[src/rtl/lin_reg_slave.sv]
module lin_reg_slave #(
  parameter int         NOM_CLKS    = 2500,
  parameter logic [7:0] ROUTE_A_RST = 8'h00,
  parameter logic [7:0] ROUTE_B_RST = 8'h00
) (
  input  logic       clk,
  input  logic       rst_n,
  input  logic [1:0] id_sel,
  input  logic       rxd,
  output logic       txd,
  output logic [7:0] route_a,
  output logic [7:0] route_b,
  output logic [7:0] err_flags
);

  localparam int BW = $clog2(11 * NOM_CLKS + 1);
  localparam int TW = $clog2((84 * 14 * NOM_CLKS) / 10 + 2);
  localparam logic [BW-1:0] BRK_MIN = BW'((21 * NOM_CLKS) / 2);
  localparam logic [BW-1:0] SYNC_LO = BW'(7 * NOM_CLKS);
  localparam logic [BW-1:0] SYNC_HI = BW'(9 * NOM_CLKS);
  localparam logic [BW-1:0] BIT_LO  = SYNC_LO >> 3;
  localparam logic [BW-1:0] BIT_HI  = SYNC_HI >> 3;
  localparam logic [TW-1:0] TMO_WR  = TW'((64 * 14 * NOM_CLKS) / 10);
  localparam logic [TW-1:0] TMO_RD  = TW'((84 * 14 * NOM_CLKS) / 10);

  typedef enum logic [2:0] {
    S_IDLE, S_BRK, S_DELIM, S_SYNC, S_RXW, S_RXB, S_TXGAP, S_TX
  } st_t;

  st_t           state;
  logic          rx_m, rx_s, rx_p;
  logic [BW-1:0] cnt, bitlen;
  logic [2:0]    nfall;
  logic [3:0]    bidx;
  logic [7:0]    rx_sh, sum, dat_a, dat_b, tx_b;
  logic [8:0]    tx_sh;
  logic [2:0]    byte_n;
  logic [TW-1:0] ftime, tlim;
  logic [4:0]    flg;
  logic [5:0]    wr_id, rd_id;

  wire           fall   = rx_p & ~rx_s;
  wire [BW-1:0]  half   = bitlen >> 1;
  wire [5:0]     rid    = rx_sh[5:0];
  wire           par_ok = (rx_sh[6] == (rid[0] ^ rid[1] ^ rid[2] ^ rid[4])) &&
                          (rx_sh[7] == ~(rid[1] ^ rid[3] ^ rid[4] ^ rid[5]));

  assign err_flags = {3'b000, flg};

  function automatic logic [7:0] cadd(input logic [7:0] a, input logic [7:0] b);
    logic [8:0] t;
    t = {1'b0, a} + {1'b0, b};
    return t[7:0] + {7'd0, t[8]};
  endfunction

  always_comb begin
    case (id_sel)
      2'b00:   begin wr_id = 6'h08; rd_id = 6'h27; end
      2'b01:   begin wr_id = 6'h0A; rd_id = 6'h29; end
      default: begin wr_id = 6'h1C; rd_id = 6'h2B; end
    endcase
  end

  always_comb begin
    case (byte_n)
      3'd0:    tx_b = {3'b000, flg};
      3'd1:    tx_b = route_a;
      3'd2:    tx_b = route_b;
      3'd3:    tx_b = 8'hFF;
      default: tx_b = ~sum;
    endcase
  end

  always_ff @(posedge clk or negedge rst_n) begin
    if (!rst_n) begin
      rx_m <= 1'b1;
      rx_s <= 1'b1;
      rx_p <= 1'b1;
    end else begin
      rx_m <= rxd;
      rx_s <= rx_m;
      rx_p <= rx_s;
    end
  end

  always_ff @(posedge clk or negedge rst_n) begin
    if (!rst_n) begin
      state   <= S_IDLE;
      cnt     <= '0;
      bitlen  <= BW'(NOM_CLKS);
      nfall   <= '0;
      bidx    <= '0;
      rx_sh   <= '0;
      tx_sh   <= '1;
      sum     <= '0;
      dat_a   <= '0;
      dat_b   <= '0;
      byte_n  <= '0;
      ftime   <= '0;
      tlim    <= TMO_WR;
      flg     <= '0;
      txd     <= 1'b1;
      route_a <= ROUTE_A_RST;
      route_b <= ROUTE_B_RST;
    end else begin
      if (state != S_IDLE) ftime <= ftime + 1'b1;
      if (state != S_IDLE && ftime >= tlim) begin
        flg[0] <= 1'b1;
        txd    <= 1'b1;
        state  <= S_IDLE;
      end else begin
        case (state)
          S_IDLE: begin
            txd   <= 1'b1;
            ftime <= '0;
            if (fall) begin
              state <= S_BRK;
              cnt   <= BW'(1);
              tlim  <= TMO_WR;
            end
          end
          S_BRK: begin
            if (rx_s) state <= (cnt >= BRK_MIN) ? S_DELIM : S_IDLE;
            else if (cnt < BRK_MIN) cnt <= cnt + 1'b1;
          end
          S_DELIM: begin
            if (fall) begin
              state <= S_SYNC;
              cnt   <= BW'(1);
              nfall <= '0;
            end
          end
          S_SYNC: begin
            cnt <= cnt + 1'b1;
            if (fall && nfall == 3'd3) begin
              if (cnt < SYNC_LO || cnt > SYNC_HI) begin
                flg[4] <= 1'b1;
                state  <= S_IDLE;
              end else begin
                bitlen <= cnt >> 3;
                byte_n <= '0;
                state  <= S_RXW;
              end
            end else if (cnt > SYNC_HI) begin
              flg[4] <= 1'b1;
              state  <= S_IDLE;
            end else if (fall) begin
              nfall <= nfall + 1'b1;
            end
          end
          S_RXW: begin
            if (fall) begin
              state <= S_RXB;
              cnt   <= half;
              bidx  <= '0;
            end
          end
          S_RXB: begin
            if (cnt != '0) begin
              cnt <= cnt - 1'b1;
            end else begin
              cnt  <= bitlen - 1'b1;
              bidx <= bidx + 1'b1;
              if (bidx == 4'd0) begin
                if (rx_s) state <= S_RXW;
              end else if (bidx != 4'd9) begin
                rx_sh <= {rx_s, rx_sh[7:1]};
              end else if (!rx_s) begin
                state <= S_IDLE;
              end else if (byte_n == 3'd0) begin
                if (!par_ok) begin
                  flg[1] <= 1'b1;
                  state  <= S_IDLE;
                end else if (rid == wr_id) begin
                  sum    <= rx_sh;
                  byte_n <= 3'd1;
                  state  <= S_RXW;
                end else if (rid == rd_id) begin
                  sum   <= rx_sh;
                  tlim  <= TMO_RD;
                  cnt   <= half;
                  state <= S_TXGAP;
                end else begin
                  state <= S_IDLE;
                end
              end else if (byte_n != 3'd3) begin
                if (byte_n == 3'd1) dat_a <= rx_sh;
                else                dat_b <= rx_sh;
                sum    <= cadd(sum, rx_sh);
                byte_n <= byte_n + 1'b1;
                state  <= S_RXW;
              end else begin
                if (rx_sh == ~sum) begin
                  route_a <= dat_a;
                  route_b <= dat_b;
                end else begin
                  flg[2] <= 1'b1;
                end
                state <= S_IDLE;
              end
            end
          end
          S_TXGAP: begin
            if (cnt != '0) begin
              cnt <= cnt - 1'b1;
            end else begin
              tx_sh  <= {1'b1, tx_b};
              txd    <= 1'b0;
              bidx   <= '0;
              cnt    <= bitlen - 1'b1;
              sum    <= cadd(sum, tx_b);
              byte_n <= byte_n + 1'b1;
              state  <= S_TX;
            end
          end
          S_TX: begin
            if (cnt == half && rx_s != txd) begin
              flg[3] <= 1'b1;
              txd    <= 1'b1;
              state  <= S_IDLE;
            end else if (cnt != '0) begin
              cnt <= cnt - 1'b1;
            end else if (bidx != 4'd9) begin
              bidx  <= bidx + 1'b1;
              txd   <= tx_sh[0];
              tx_sh <= tx_sh >> 1;
              cnt   <= bitlen - 1'b1;
            end else if (byte_n == 3'd5) begin
              flg   <= '0;
              state <= S_IDLE;
            end else begin
              tx_sh  <= {1'b1, tx_b};
              txd    <= 1'b0;
              bidx   <= '0;
              cnt    <= bitlen - 1'b1;
              sum    <= cadd(sum, tx_b);
              byte_n <= byte_n + 1'b1;
            end
          end
          default: state <= S_IDLE;
        endcase
      end
    end
  end

  AST_TXD_RELEASED: assert property (@(posedge clk) disable iff (!rst_n)
    (state != S_TX) |-> txd);

  AST_ROUTE_ON_CKS: assert property (@(posedge clk) disable iff (!rst_n)
    (route_a != $past(route_a) || route_b != $past(route_b)) |->
      $past(state == S_RXB && byte_n == 3'd3));

  AST_FLAGS_STICKY: assert property (@(posedge clk) disable iff (!rst_n)
    (|($past(flg) & ~flg)) |-> ($past(state == S_TX && byte_n == 3'd5) && flg == 5'd0));

  AST_FRAME_BOUND: assert property (@(posedge clk) disable iff (!rst_n)
    (state != S_IDLE) |-> (ftime <= tlim));

  AST_BITLEN_WINDOW: assert property (@(posedge clk) disable iff (!rst_n)
    (state == S_RXB || state == S_TX) |-> (bitlen >= BIT_LO && bitlen <= BIT_HI));

endmodule

[config.mk]
export PLATFORM = sky130hd
export DESIGN_NAME = lin_reg_slave
export DESIGN_NICKNAME = d
export VERILOG_FILES = /design/src/rtl/lin_reg_slave.sv
export SDC_FILE = /design/constraint.sdc
export NUM_CORES = 1
export LEC_CHECK = 0
export BUFFER_PORTS_ARGS = -buffer_cell sky130_fd_sc_hd__buf_4
export CAP_MARGIN = 30
export CORE_MARGIN = 4
export CORE_UTILIZATION = 64
export DETAILED_ROUTE_END_ITERATION = 10
export PLACE_DENSITY = 0.82
export SLEW_MARGIN = 20
export SYNTH_ARGS = -nofsm -noshare
export SYNTH_HDL_FRONTEND = slang
export SYNTH_SLANG_ARGS = --single-unit
[constraint.sdc]
create_clock -name clk -period 5.2 [get_ports clk]
set_input_delay 1.04 -clock clk [delete_from_list [all_inputs] [get_ports clk]]
set_output_delay 1.04 -clock clk [all_outputs]
set_load 0.02 [all_outputs]
==> impl_results.md <==
* First drt pass iteration count at 6
* Cell chosen for the clock root: sky130_fd_sc_hd__clkbuf_16
* Global-route wire length before repair at 41700 um
* Number of global-route vias before repair at 7875
* Top-level port count at 30
* Post-route total power at 2.30 mW
* Routed Antenna Nets at 0
* Switching share of power at 24.4%
* Worst Setup Path Type: flop to flop
* Count of nets after finishing at 1086
* Most frequent standard cell in the layout excluding fill and tap cells: sky130_fd_sc_hd__dfrtp_1
* Clock net sink count at 127
* Final Slew Violations at 0
* DRT met1 WL at 11300 um
* Fraction of synthesis flops using an asynchronous set or reset pin at 100%
* Cell types with the largest area share after synthesis: sky130_fd_sc_hd__dfrtp_1 (29%), sky130_fd_sc_hd__ha_1 (6.1%), sky130_fd_sc_hd__dfstp_2 (5.3%)
* Worst vdd rail ir drop at 239 uV
* Final worst path period need at 4.65 ns
* Met2 routed wirelength at 11700 um
* Switching power summed over all nets at 562 uW
* Setup repair after global routing missed its margin: no
* Post-CTS clock slew at the launch and capture registers of the worst setup and hold paths at 0.07 ns
* Area inside the core boundary at 0.0145 mm^2
* Area fraction of the dominant cell type after synthesis at 28.6%
* Number of CTS-inserted buffers at 17
* Starting density of the core at 65.2%
* Die X-Extent at 129 um
* Number of rows in the core area at 44
* Comb pwr share at 1.2%
* Number of distinct library cells after synthesis at 96
* Sequential area share after synthesis at 33.9%
* Clock skew after layout at 0.0136 ns
* Hpwl dp at 18300 um
* Part of the power in registers at 43.2%
* Worst-Skew Late Latency at 0.43 ns
* R2R cell count at 22
* Initial antenna violation count at 0
* Crit end category: flop
* CP Data Required Time at 5.51 ns
* Pwr Density at 223 mW/mm^2
* Layout cell share with drive strength beyond 1 at 14.4%
* Period Utilization, post-route at 89.5%
* Type of element launching the critical path: flop
* Maximum number of pins on one net before global-route repair at 86
* Overall die area at 0.0168 mm^2
* DRC violation total after the first TritonRoute iteration at 1037
* DRC violation count after routing at 0
* Leakage power at 4.52 nW
* Port Buffers at 26
* Met3 wire len at 2130 um
* Placer congestion estimate at 0.984
* CTS HTree Levels at 4
* Worst rel slew slack at 40.2%
* Mean cell area of the mapped netlist at 9.03 um^2
* Total wire length at 26000 um
* Sum of overflow across all layers after global routing at 0
* Number of filler cells placed in the layout at 1108
* Setup slack, reg-to-reg at 0.55 ns
* Final setup viols at 0
* Critical Path Source: byte_n[1]
* Buffer depth of the longest clock path at 2
* Proportion of power drawn by the clock network at 55.6%
* Worst hold start: rx_m
* Number of endpoints with negative hold slack in the final report at 0
* Ant. Diodes at 0
* CTS tree: done
* Achievable clock frequency at 0.215 GHz
* Post-Syn Instances at 1045
* Launch point of the worst reg-to-reg path: byte_n[1]
* Critical path capture point: sum[7]
* Setup_tns at 0 ns
* Most frequent cells in the layout: sky130_fd_sc_hd__dfrtp_1 (108), sky130_fd_sc_hd__nor2_1 (104), sky130_fd_sc_hd__nand2_1 (87)
* Wire length per cell at 21.1 um
* Number of buffers inserted by hold repair at cts at 0
* Most used flip-flop cell after synthesis: sky130_fd_sc_hd__dfrtp_1
* Critical path data arrival time at 4.97 ns
* Die Y-Extent at 129 um
* Result of the run: completed
* Uppermost layer routed: met4
* Synthesized cell area at 0.00944 mm^2
* Pint at 1.74 mW
* Vias per Instance at 6.90
* Post-synth EDFFs at 0
* Area leader, netlist: sky130_fd_sc_hd__dfrtp_1
* Transition time at the pin with the least slew margin at 0.897 ns
* Number of gates given a new drive strength after cts at 0
* Worst-path fanout max at 15
* Synth warnings at 0
* Destination of the worst register-to-register timing path: sum[7]
* Layout overhead on the synthesized area at 9.10%
* Hold Path Class: flop to flop
* Max-cap violations at 0
* Global router's overall resource usage at 31.5%
* Post-CTS repair timing setup buffer count at 0
* Count of state elements after synthesis at 127
* Detailed-route via count at 8485
[through the flow]
| stage | instances | worst slack, ns | area (um^2) | hold slack, ns | utilization (%) |
|---|---|---|---|---|---|
| floorplan | 1047 | 1.24 | 9440 | 0.345 | - |
| global placement | 1195 | 0.850 | 9650 | 0.347 | 66.6 |
| detailed placement | 1197 | 0.670 | 9660 | 0.350 | 66.7 |
| CTS | 1229 | 0.627 | 10300 | 0.357 | 71.1 |
| global route | 1230 | 0.220 | 10300 | 0.361 | 71.1 |
| finish | 1230 | 0.546 | 10300 | 0.354 | 71.1 |
[cell families (layout without fill, tap and decap cells)]
logic type	after synthesis	in the layout	share of synthesized area [%]
other cells	1	3	0.0397
buf+inv	99	98	4.26
simple gates	370	370	20.5
compound gates	265	265	19.5
mux	77	77	9.15
fa+ha+maj	48	48	6.52
xor+xnor	58	58	6.14
flops	127	127	33.9
[worst min-delay path by stage]
| stage | endpoint | slack (ns) | cells past startpoint |
|---|---|---|---|
| final | rx_s | 0.35 | 0 |
| after global placement | rx_s | 0.35 | 0 |
| after global routing | rx_s | 0.36 | 0 |
| after detailed placement | rx_s | 0.35 | 0 |
| after floorplan | rx_s | 0.35 | 0 |
| after CTS | rx_s | 0.36 | 0 |
[per-layer routing]
| metal | GRT usage (%) | vias up |
|---|---|---|
| met1 | 45.3 | 4105 |
| met3 | 5.77 | 93 |
| li1 | - | 3846 |
| met2 | 48.3 | 441 |
| met4 | 11.0 | 0 |
| met5 | 0 | - |
[flip-flops by register name (all words and copies together), names as in the netlist]
| register | count |
|---|---|
| route_a | 8 |
| ftime | 19 |
| sum | 8 |
| dat_a | 8 |
| tlim | 2 |
| byte_n | 3 |
| txd | 1 |
| flg | 5 |
| tx_sh | 9 |
| state | 3 |
| bitlen | 12 |
| dat_b | 8 |
| rx_p | 1 |
| rx_sh | 8 |
| route_b | 8 |
| nfall | 3 |
| bidx | 4 |
| cnt | 15 |
| rx_s | 1 |
| rx_m | 1 |
[synthesized netlist by cell type, types with 19 or more instances]
library cell and instances:
sky130_fd_sc_hd__mux2_2 31, sky130_fd_sc_hd__mux2_1 29, sky130_fd_sc_hd__clkbuf_1 56, sky130_fd_sc_hd__nand2_1 87, sky130_fd_sc_hd__nand4_1 21, sky130_fd_sc_hd__a21oi_1 44, sky130_fd_sc_hd__dfstp_2 19, sky130_fd_sc_hd__dfrtp_1 108
sky130_fd_sc_hd__ha_1 46, sky130_fd_sc_hd__inv_1 29, sky130_fd_sc_hd__nor2_1 104, sky130_fd_sc_hd__o21ai_0 59, sky130_fd_sc_hd__xor2_1 22, sky130_fd_sc_hd__nand3_1 31, sky130_fd_sc_hd__xnor2_1 31
[power by group through the flow]
| stage | sequential, mW | clock [mW] | combinational, mW |
|---|---|---|---|
| floorplan | 1.01 | 0 | 0.00731 |
| global route | 0.992 | 1.34 | 0.0319 |
| finish | 0.992 | 1.28 | 0.0277 |
| detailed placement | 1.01 | 0 | 0.0289 |
| global placement | 1.01 | 0 | 0.0284 |
| CTS | 0.992 | 1.30 | 0.0289 |
[critical path, stage by stage, from the launching register on]
cell and delay [ns]:
sky130_fd_sc_hd__dfrtp_1 0.39, sky130_fd_sc_hd__inv_1 0.10, sky130_fd_sc_hd__ha_1 0.36, sky130_fd_sc_hd__nor3_1 0.28, sky130_fd_sc_hd__nor2_1 0.15, sky130_fd_sc_hd__nor2_1 0.13
sky130_fd_sc_hd__nor2_1 0.04, sky130_fd_sc_hd__o21ai_0 0.13, sky130_fd_sc_hd__ha_1 0.24, sky130_fd_sc_hd__inv_1 0.06, sky130_fd_sc_hd__fa_1 0.40, sky130_fd_sc_hd__nor2b_1 0.16
sky130_fd_sc_hd__o31a_1 0.21, sky130_fd_sc_hd__o311a_1 0.21, sky130_fd_sc_hd__o21ai_0 0.09, sky130_fd_sc_hd__nand2b_1 0.10, sky130_fd_sc_hd__ha_1 0.17, sky130_fd_sc_hd__nand2b_1 0.10
sky130_fd_sc_hd__a2111oi_0 0.43, sky130_fd_sc_hd__nor4b_1 0.36, sky130_fd_sc_hd__xnor3_1 0.27, sky130_fd_sc_hd__nand2_1 0.07, sky130_fd_sc_hd__a31oi_1 0.09
[cell type report]
type	instances	area [um^2]	area share (%)
multi-input cells	821	5850	56.8
flip-flops and latches	127	3200	31.1
clock buffers	17	425	4.13
repair buffers	37	282	2.73
well taps	184	230	2.24
clock inverters	15	201	1.96
inverters	29	109	1.06
No activity file was read; power rests on OpenSTA's default activity.
